<file path="config.mk">
export PLATFORM = sky130hd
export DESIGN_NAME = chan_code_bank
export DESIGN_NICKNAME = d
export VERILOG_FILES = /design/src/rtl/ccb_pkg.sv /design/src/rtl/ccb_bus_sync.sv /design/src/rtl/ccb_input_bank.sv /design/src/rtl/ccb_output_bank.sv /design/src/rtl/ccb_readback.sv /design/src/rtl/chan_code_bank.sv
export SDC_FILE = /design/constraint.sdc
export NUM_CORES = 1
export LEC_CHECK = 0
export BUFFER_PORTS_ARGS = -buffer_cell sky130_fd_sc_hd__buf_4
export CAP_MARGIN = 15
export CORE_UTILIZATION = 30
export DETAILED_ROUTE_END_ITERATION = 12
export PLACE_DENSITY_LB_ADDON = 0.05
export SLEW_MARGIN = 20
export SYNTH_ARGS = -nofsm -noshare
export SYNTH_HDL_FRONTEND = slang
export SYNTH_HIERARCHICAL = 1
export SYNTH_SLANG_ARGS = --single-unit
</file>
<file path="constraint.sdc">
create_clock -name clk -period 10.4 [get_ports clk]
set_input_delay 1.56 -clock clk [delete_from_list [all_inputs] [get_ports clk]]
set_output_delay 1.56 -clock clk [all_outputs]
set_load 0.1 [all_outputs]
</file>
<file path="src/rtl/ccb_pkg.sv">
package ccb_pkg;
  localparam int unsigned CCB_CH = 16;
  localparam int unsigned CCB_AW = 4;
  localparam int unsigned CCB_DW = 8;

  typedef logic [CCB_DW-1:0] code_t;
endpackage

</file>
<file path="src/rtl/ccb_bus_sync.sv">
module ccb_bus_sync #(
  parameter int unsigned AW = 4,
  parameter int unsigned DW = 8
) (
  input  logic          clk,
  input  logic          rst_n,
  output logic          rst_sync_n,
  input  logic [AW-1:0] addr_i,
  input  logic [DW-1:0] wdata_i,
  input  logic          sel_n_i,
  input  logic          rd_i,
  input  logic          stb_n_i,
  input  logic          load_n_i,
  output logic [AW-1:0] addr_o,
  output logic [DW-1:0] wdata_o,
  output logic          sel_n_o,
  output logic          rd_o,
  output logic          stb_n_o,
  output logic          load_n_o
);
  localparam int unsigned SW = AW + DW + 4;
  localparam logic [SW-1:0] IDLE_VAL = {{(AW+DW){1'b0}}, 1'b1, 1'b0, 1'b1, 1'b1};

  logic [1:0]    rst_pipe;
  logic [SW-1:0] raw_vec;
  logic [SW-1:0] stage1_q;
  logic [SW-1:0] stage2_q;

  always_ff @(posedge clk or negedge rst_n) begin
    if (!rst_n) rst_pipe <= 2'b00;
    else        rst_pipe <= {rst_pipe[0], 1'b1};
  end
  assign rst_sync_n = rst_pipe[1];

  assign raw_vec = {addr_i, wdata_i, sel_n_i, rd_i, stb_n_i, load_n_i};

  always_ff @(posedge clk or negedge rst_sync_n) begin
    if (!rst_sync_n) begin
      stage1_q <= IDLE_VAL;
      stage2_q <= IDLE_VAL;
    end else begin
      stage1_q <= raw_vec;
      stage2_q <= stage1_q;
    end
  end

  assign {addr_o, wdata_o, sel_n_o, rd_o, stb_n_o, load_n_o} = stage2_q;
endmodule

</file>
<file path="src/rtl/ccb_input_bank.sv">
module ccb_input_bank
  import ccb_pkg::*;
#(
  parameter int unsigned CH = 16,
  parameter int unsigned AW = 4
) (
  input  logic                clk,
  input  logic                rst_sync_n,
  input  logic [AW-1:0]       addr,
  input  code_t               wdata,
  input  logic                sel_n,
  input  logic                rd,
  input  logic                stb_n,
  output code_t [CH-1:0]      stage_q
);
  logic          wr_open;
  logic [CH-1:0] ch_we;
  code_t [CH-1:0] stage_d;

  assign wr_open = !sel_n && !rd && !stb_n;

  for (genvar i = 0; i < CH; i++) begin : g_ch
    assign ch_we[i] = wr_open && (addr == AW'(i));

    always_comb begin
      stage_d[i] = stage_q[i];
      if (ch_we[i]) stage_d[i] = wdata;
    end

    always_ff @(posedge clk or negedge rst_sync_n) begin
      if (!rst_sync_n) stage_q[i] <= '0;
      else             stage_q[i] <= stage_d[i];
    end

    AST_STAGE_HOLD: assert property (@(posedge clk) disable iff (!rst_sync_n)
      (sel_n || !stb_n && rd || stb_n || addr != AW'(i)) |=> $stable(stage_q[i]));
  end
endmodule

</file>
<file path="src/rtl/ccb_output_bank.sv">
module ccb_output_bank
  import ccb_pkg::*;
#(
  parameter int unsigned CH = 16
) (
  input  logic           clk,
  input  logic           rst_sync_n,
  input  logic           stb_n,
  input  logic           load_n,
  input  code_t [CH-1:0] stage_q,
  output code_t [CH-1:0] out_q
);
  logic           xfer_en;
  code_t [CH-1:0] out_d;

  assign xfer_en = !load_n && !stb_n;

  always_comb begin
    out_d = out_q;
    if (xfer_en) out_d = stage_q;
  end

  always_ff @(posedge clk or negedge rst_sync_n) begin
    if (!rst_sync_n) out_q <= '0;
    else             out_q <= out_d;
  end

  AST_OUT_HOLD: assert property (@(posedge clk) disable iff (!rst_sync_n)
    (load_n || stb_n) |=> $stable(out_q));
  AST_LOAD_NEEDS_STB: assert property (@(posedge clk) disable iff (!rst_sync_n)
    (!load_n && stb_n) |=> $stable(out_q));
endmodule

</file>
<file path="src/rtl/ccb_readback.sv">
module ccb_readback
  import ccb_pkg::*;
#(
  parameter int unsigned CH = 16,
  parameter int unsigned AW = 4
) (
  input  logic           clk,
  input  logic           rst_sync_n,
  input  logic [AW-1:0]  addr,
  input  logic           sel_n,
  input  logic           rd,
  input  logic           stb_n,
  input  logic           load_n,
  input  code_t [CH-1:0] stage_q,
  output code_t          rdata_q,
  output logic           oe_q
);
  logic  rd_sel;
  code_t rdata_d;
  logic  oe_d;

  assign rd_sel = rd && !sel_n && stb_n && load_n;

  always_comb begin
    oe_d    = rd_sel;
    rdata_d = rdata_q;
    if (rd_sel) rdata_d = stage_q[addr];
  end

  always_ff @(posedge clk or negedge rst_sync_n) begin
    if (!rst_sync_n) begin
      oe_q    <= 1'b0;
      rdata_q <= '0;
    end else begin
      oe_q    <= oe_d;
      rdata_q <= rdata_d;
    end
  end

  AST_OE_OFF: assert property (@(posedge clk) disable iff (!rst_sync_n)
    (sel_n || !rd) |=> !oe_q);
  AST_OE_DATA: assert property (@(posedge clk) disable iff (!rst_sync_n)
    (oe_q && $past(oe_q) && $stable(addr) && $past(rd_sel)) |-> rdata_q == $past(stage_q[addr]));
endmodule

</file>
<file path="src/rtl/chan_code_bank.sv">
module chan_code_bank
  import ccb_pkg::*;
#(
  parameter int unsigned CH = CCB_CH,
  parameter int unsigned AW = CCB_AW
) (
  input  logic               clk,
  input  logic               rst_n,
  input  logic [AW-1:0]      bus_addr,
  input  logic [CCB_DW-1:0]  bus_wdata,
  output logic [CCB_DW-1:0]  bus_rdata,
  output logic               bus_rdata_oe,
  input  logic               bus_sel_n,
  input  logic               bus_rd,
  input  logic               bus_stb_n,
  input  logic               bus_load_n,
  output logic [CH*CCB_DW-1:0] code_out
);
  logic           rst_sync_n;
  logic [AW-1:0]  s_addr;
  code_t          s_wdata;
  logic           s_sel_n, s_rd, s_stb_n, s_load_n;
  code_t [CH-1:0] stage_q;
  code_t [CH-1:0] out_q;
  code_t          rdata_q;
  logic           oe_q;

  ccb_bus_sync #(.AW(AW), .DW(CCB_DW)) u_sync (
    .clk(clk), .rst_n(rst_n), .rst_sync_n(rst_sync_n),
    .addr_i(bus_addr), .wdata_i(bus_wdata), .sel_n_i(bus_sel_n),
    .rd_i(bus_rd), .stb_n_i(bus_stb_n), .load_n_i(bus_load_n),
    .addr_o(s_addr), .wdata_o(s_wdata), .sel_n_o(s_sel_n),
    .rd_o(s_rd), .stb_n_o(s_stb_n), .load_n_o(s_load_n)
  );

  ccb_input_bank #(.CH(CH), .AW(AW)) u_in (
    .clk(clk), .rst_sync_n(rst_sync_n), .addr(s_addr), .wdata(s_wdata),
    .sel_n(s_sel_n), .rd(s_rd), .stb_n(s_stb_n), .stage_q(stage_q)
  );

  ccb_output_bank #(.CH(CH)) u_out (
    .clk(clk), .rst_sync_n(rst_sync_n), .stb_n(s_stb_n), .load_n(s_load_n),
    .stage_q(stage_q), .out_q(out_q)
  );

  ccb_readback #(.CH(CH), .AW(AW)) u_rb (
    .clk(clk), .rst_sync_n(rst_sync_n), .addr(s_addr), .sel_n(s_sel_n),
    .rd(s_rd), .stb_n(s_stb_n), .load_n(s_load_n), .stage_q(stage_q),
    .rdata_q(rdata_q), .oe_q(oe_q)
  );

  assign code_out     = out_q;
  assign bus_rdata    = rdata_q;
  assign bus_rdata_oe = oe_q;

  AST_RST_CLEAR: assert property (@(posedge clk)
    !rst_sync_n |-> (code_out == '0 && !bus_rdata_oe));
endmodule

</file>
==> run metrics <==
status complete, no violations; crit-path leading delay family flip-flops; Post-DRT Antenna Nets 0; Worst Reg-to-Reg Cells 4; Util after Layout between 30% and 40%; vias in the first global route 7043; final setup vio count 0; worst hold start u_sync/stage1_q[7]; Seq pwr share 38.7%; r2r endpoint u_out/out_q[107]; Sink Count 299; Layout fillers approximately 4k; worst slew pin tran 974 ps; syn_area_per_cell roughly 18 um^2; CTS max path bufs 3; GRT overflow 0; Reg area 7490 um^2; switching share of power a little under two fifths; Max H-tree Level 2; Hold Path Cell Cnt 0; die area 42400 um^2; Slowest Stage Delay on Critical Path between 500 and 600 ps; power share of the clock group between 30% and 40%; num rows between 70 and 80; Setup Skew 15.6 ps; kind of critical path flip-flop to output port; Period minus WS final around 3000 ps; hpwl dp 22200 um; total core area between 40000 and 50000 um^2; post-CTS repair timing setup buffer count 0; Lkg Pwr 0.00739 uW; Max Slew Vio Count 0; Net Count, Synth 705; width of the die 206 um; MaxCap Viol Count 0; startpoint types flip-flop; GPL Wtd Cong approximately 0.74; initial antenna violation count 0; Rel. slew slack a little over a third; sw power ~1500 uW; ANT cells 0; placed cell area 14000 um^2; Vias/cell roughly 4.7; total CTS buffers 36; flop-to-flop setup slack 7920 ps; Ys Warns 6; post-cts sizing count 0; Worst Hold Class flip-flop to flip-flop; Total Routing Usage GR 16.1%; CTS tree yes; DRC viols 0; P per Cell Area 252 nW/um^2; FF-to-FF Start u_sync/stage2_q[1]; period utilisation layout 28.6%; Synth area leader dfrtp_1; Mapped Cells 687; maximum clock rate approximately 340 MHz; worst endpoint required time 8840 ps; largest fanout on the critical path 2; Initial Utilization 30.5%; Worst setup EP type output port; Post-Route WL 33300 um; ys async rst share 100%; Area Growth Syn to Fin 21.5%; number of synthesized flops with an enable pin 0; peak supply drop 0.122 mV; Comb power frac 29.7%; slowest CP cell dfrtp_1; post-synthesis cell area 12500 um^2; first-pass GRT wire length 49300 um; worst-skew pair later-pin latency between 500 and 600 ps; number of I/O pins 155; final-report hold violation count 0; first-pass iteration count of the detailed router 4; #FFs+latches synth 299; Pint 2370 uW; commonest non-fill, non-tap cell in the layout dfrtp_1; RSZ-0062 raised after global routing false; clock slew at reported path FFs 50 ps; design area about 15000 um^2; ys flop type dfrtp_1; largest net degree at the start of global routing ~160; vias ~6.6k; Avg WL per Cell approximately 24 um; worst-path cell chain buf_4; DIE HEIGHT about 200 um; CTS root buf clkbuf_16; NumNets Final 871; sum of negative setup slack 0 ps; Port Buffers about 150; initial drt markers 306; ranking of synthesized cells by area dfrtp_1 59%, mux2_4 14%, mux2_2 12%; Yosys top cell area share between 50% and 60%; commonest non-fill, non-tap cells in the layout 291 x dfrtp_1, 160 x buf_4, 135 x mux2_2, 120 x mux2_4, 37 x clkbuf_16; worst path arrival time about 1400 ps; CP Buf/Inv Count 1; Worst Hold Endpoint u_sync/stage2_q[7]; Yosys cell types 31; share of layout cells above drive strength 1 about 58%; Hold-fix buffers, CTS 0; multi-input logic area roughly 4600 um^2; sequential share of the synthesized area 60.1%
[stage by stage]
| step | total power (uW) | setup slack (ps) | std cells | hold slack [ps] |
|---|---|---|---|---|
| after floorplan | 2370 | 1460 | 687 | 331 |
| after global placement | 2640 | 7930 | 1347 | 339 |
| after detailed placement | 2650 | 7940 | 1347 | 335 |
| after CTS | 3890 | 7400 | 1408 | 348 |
| after global routing | 3970 | 7400 | 1408 | 350 |
| final | 3820 | 7430 | 1408 | 347 |
[metal layers]
metal / share of wire [%] / up-vias / GRT usage (%)
met1: 48 / 3521 / 24.5
met4: 2.2 / 0 / 5.38
met5: 0 / - / 0
met2: 45 / 146 / 23.0
met3: 4.8 / 51 / 2.63
li1: - / 2872 / -
[cells in the mapped netlist, types with 2 or more instances]
master and instances:
a221o_1 7, buf_12 11, buf_2 4, buf_6 4, buf_8 2, clkbuf_1 12
dfrtp_1 293, dfstp_2 6, mux2_1 8, mux2_2 135, mux2_4 120, mux2i_1 7
mux4_1 15, mux4_2 18, nand2_1 8, nand3_1 3, nand3b_1 2, nor2_1 12
nor2_2 6, nor3_4 2, nor3b_1 2
[power by group through the flow]
stage,clock network [uW],registers [uW],logic [uW]
6_report,1210,1480,1130
5_1_grt,1290,1510,1170
4_1_cts,1250,1490,1140
3_5_place_dp,0,1510,1140
3_3_place_gp,0,1500,1140
2_1_floorplan,0,2100,268
[area by class of cell]
cell class / instances / share of cell area (%)
clock inverters: 8 / 0.314
flip-flops and latches: 299 / 49.5
repair buffers: 162 / 8.14
well taps: 532 / 4.39
clock buffers: 53 / 7.23
multi-input cells: 353 / 30.4
inverters: 1 / 0.0248
[logic make-up after synthesis]
group | share of synthesized area (%)
mux | 34.3
simple gates | 2.04
other cells | 0.0301
flops | 60.1
compound gates | 0.562
buf+inv | 2.95
[sequential cells by signal (all words and copies together), names as in the netlist]
name             count
u_out/out_q        128
u_sync/stage1_q     16
u_in/stage_q       128
u_sync/rst_pipe      2
u_sync/stage2_q     16
u_rb/oe_q            1
u_rb/rdata_q         8
[worst max-delay path by stage]
stage / start / endpoint / slack, ps / depth (start not counted)
final: u_rb/rdata_q[3] / bus_rdata[3] / 7430 / 1
after global routing: u_rb/rdata_q[3] / bus_rdata[3] / 7400 / 1
after CTS: u_rb/rdata_q[3] / bus_rdata[3] / 7400 / 1
after detailed placement: u_sync/stage2_q[1] / u_out/out_q[107] / 7940 / 4
after global placement: u_sync/stage2_q[12] / u_rb/rdata_q[2] / 7930 / 4
after floorplan: u_sync/rst_pipe[1] / u_in/stage_q[0] / 1460 / 0
No activity file was read; power rests on OpenSTA's default activity.
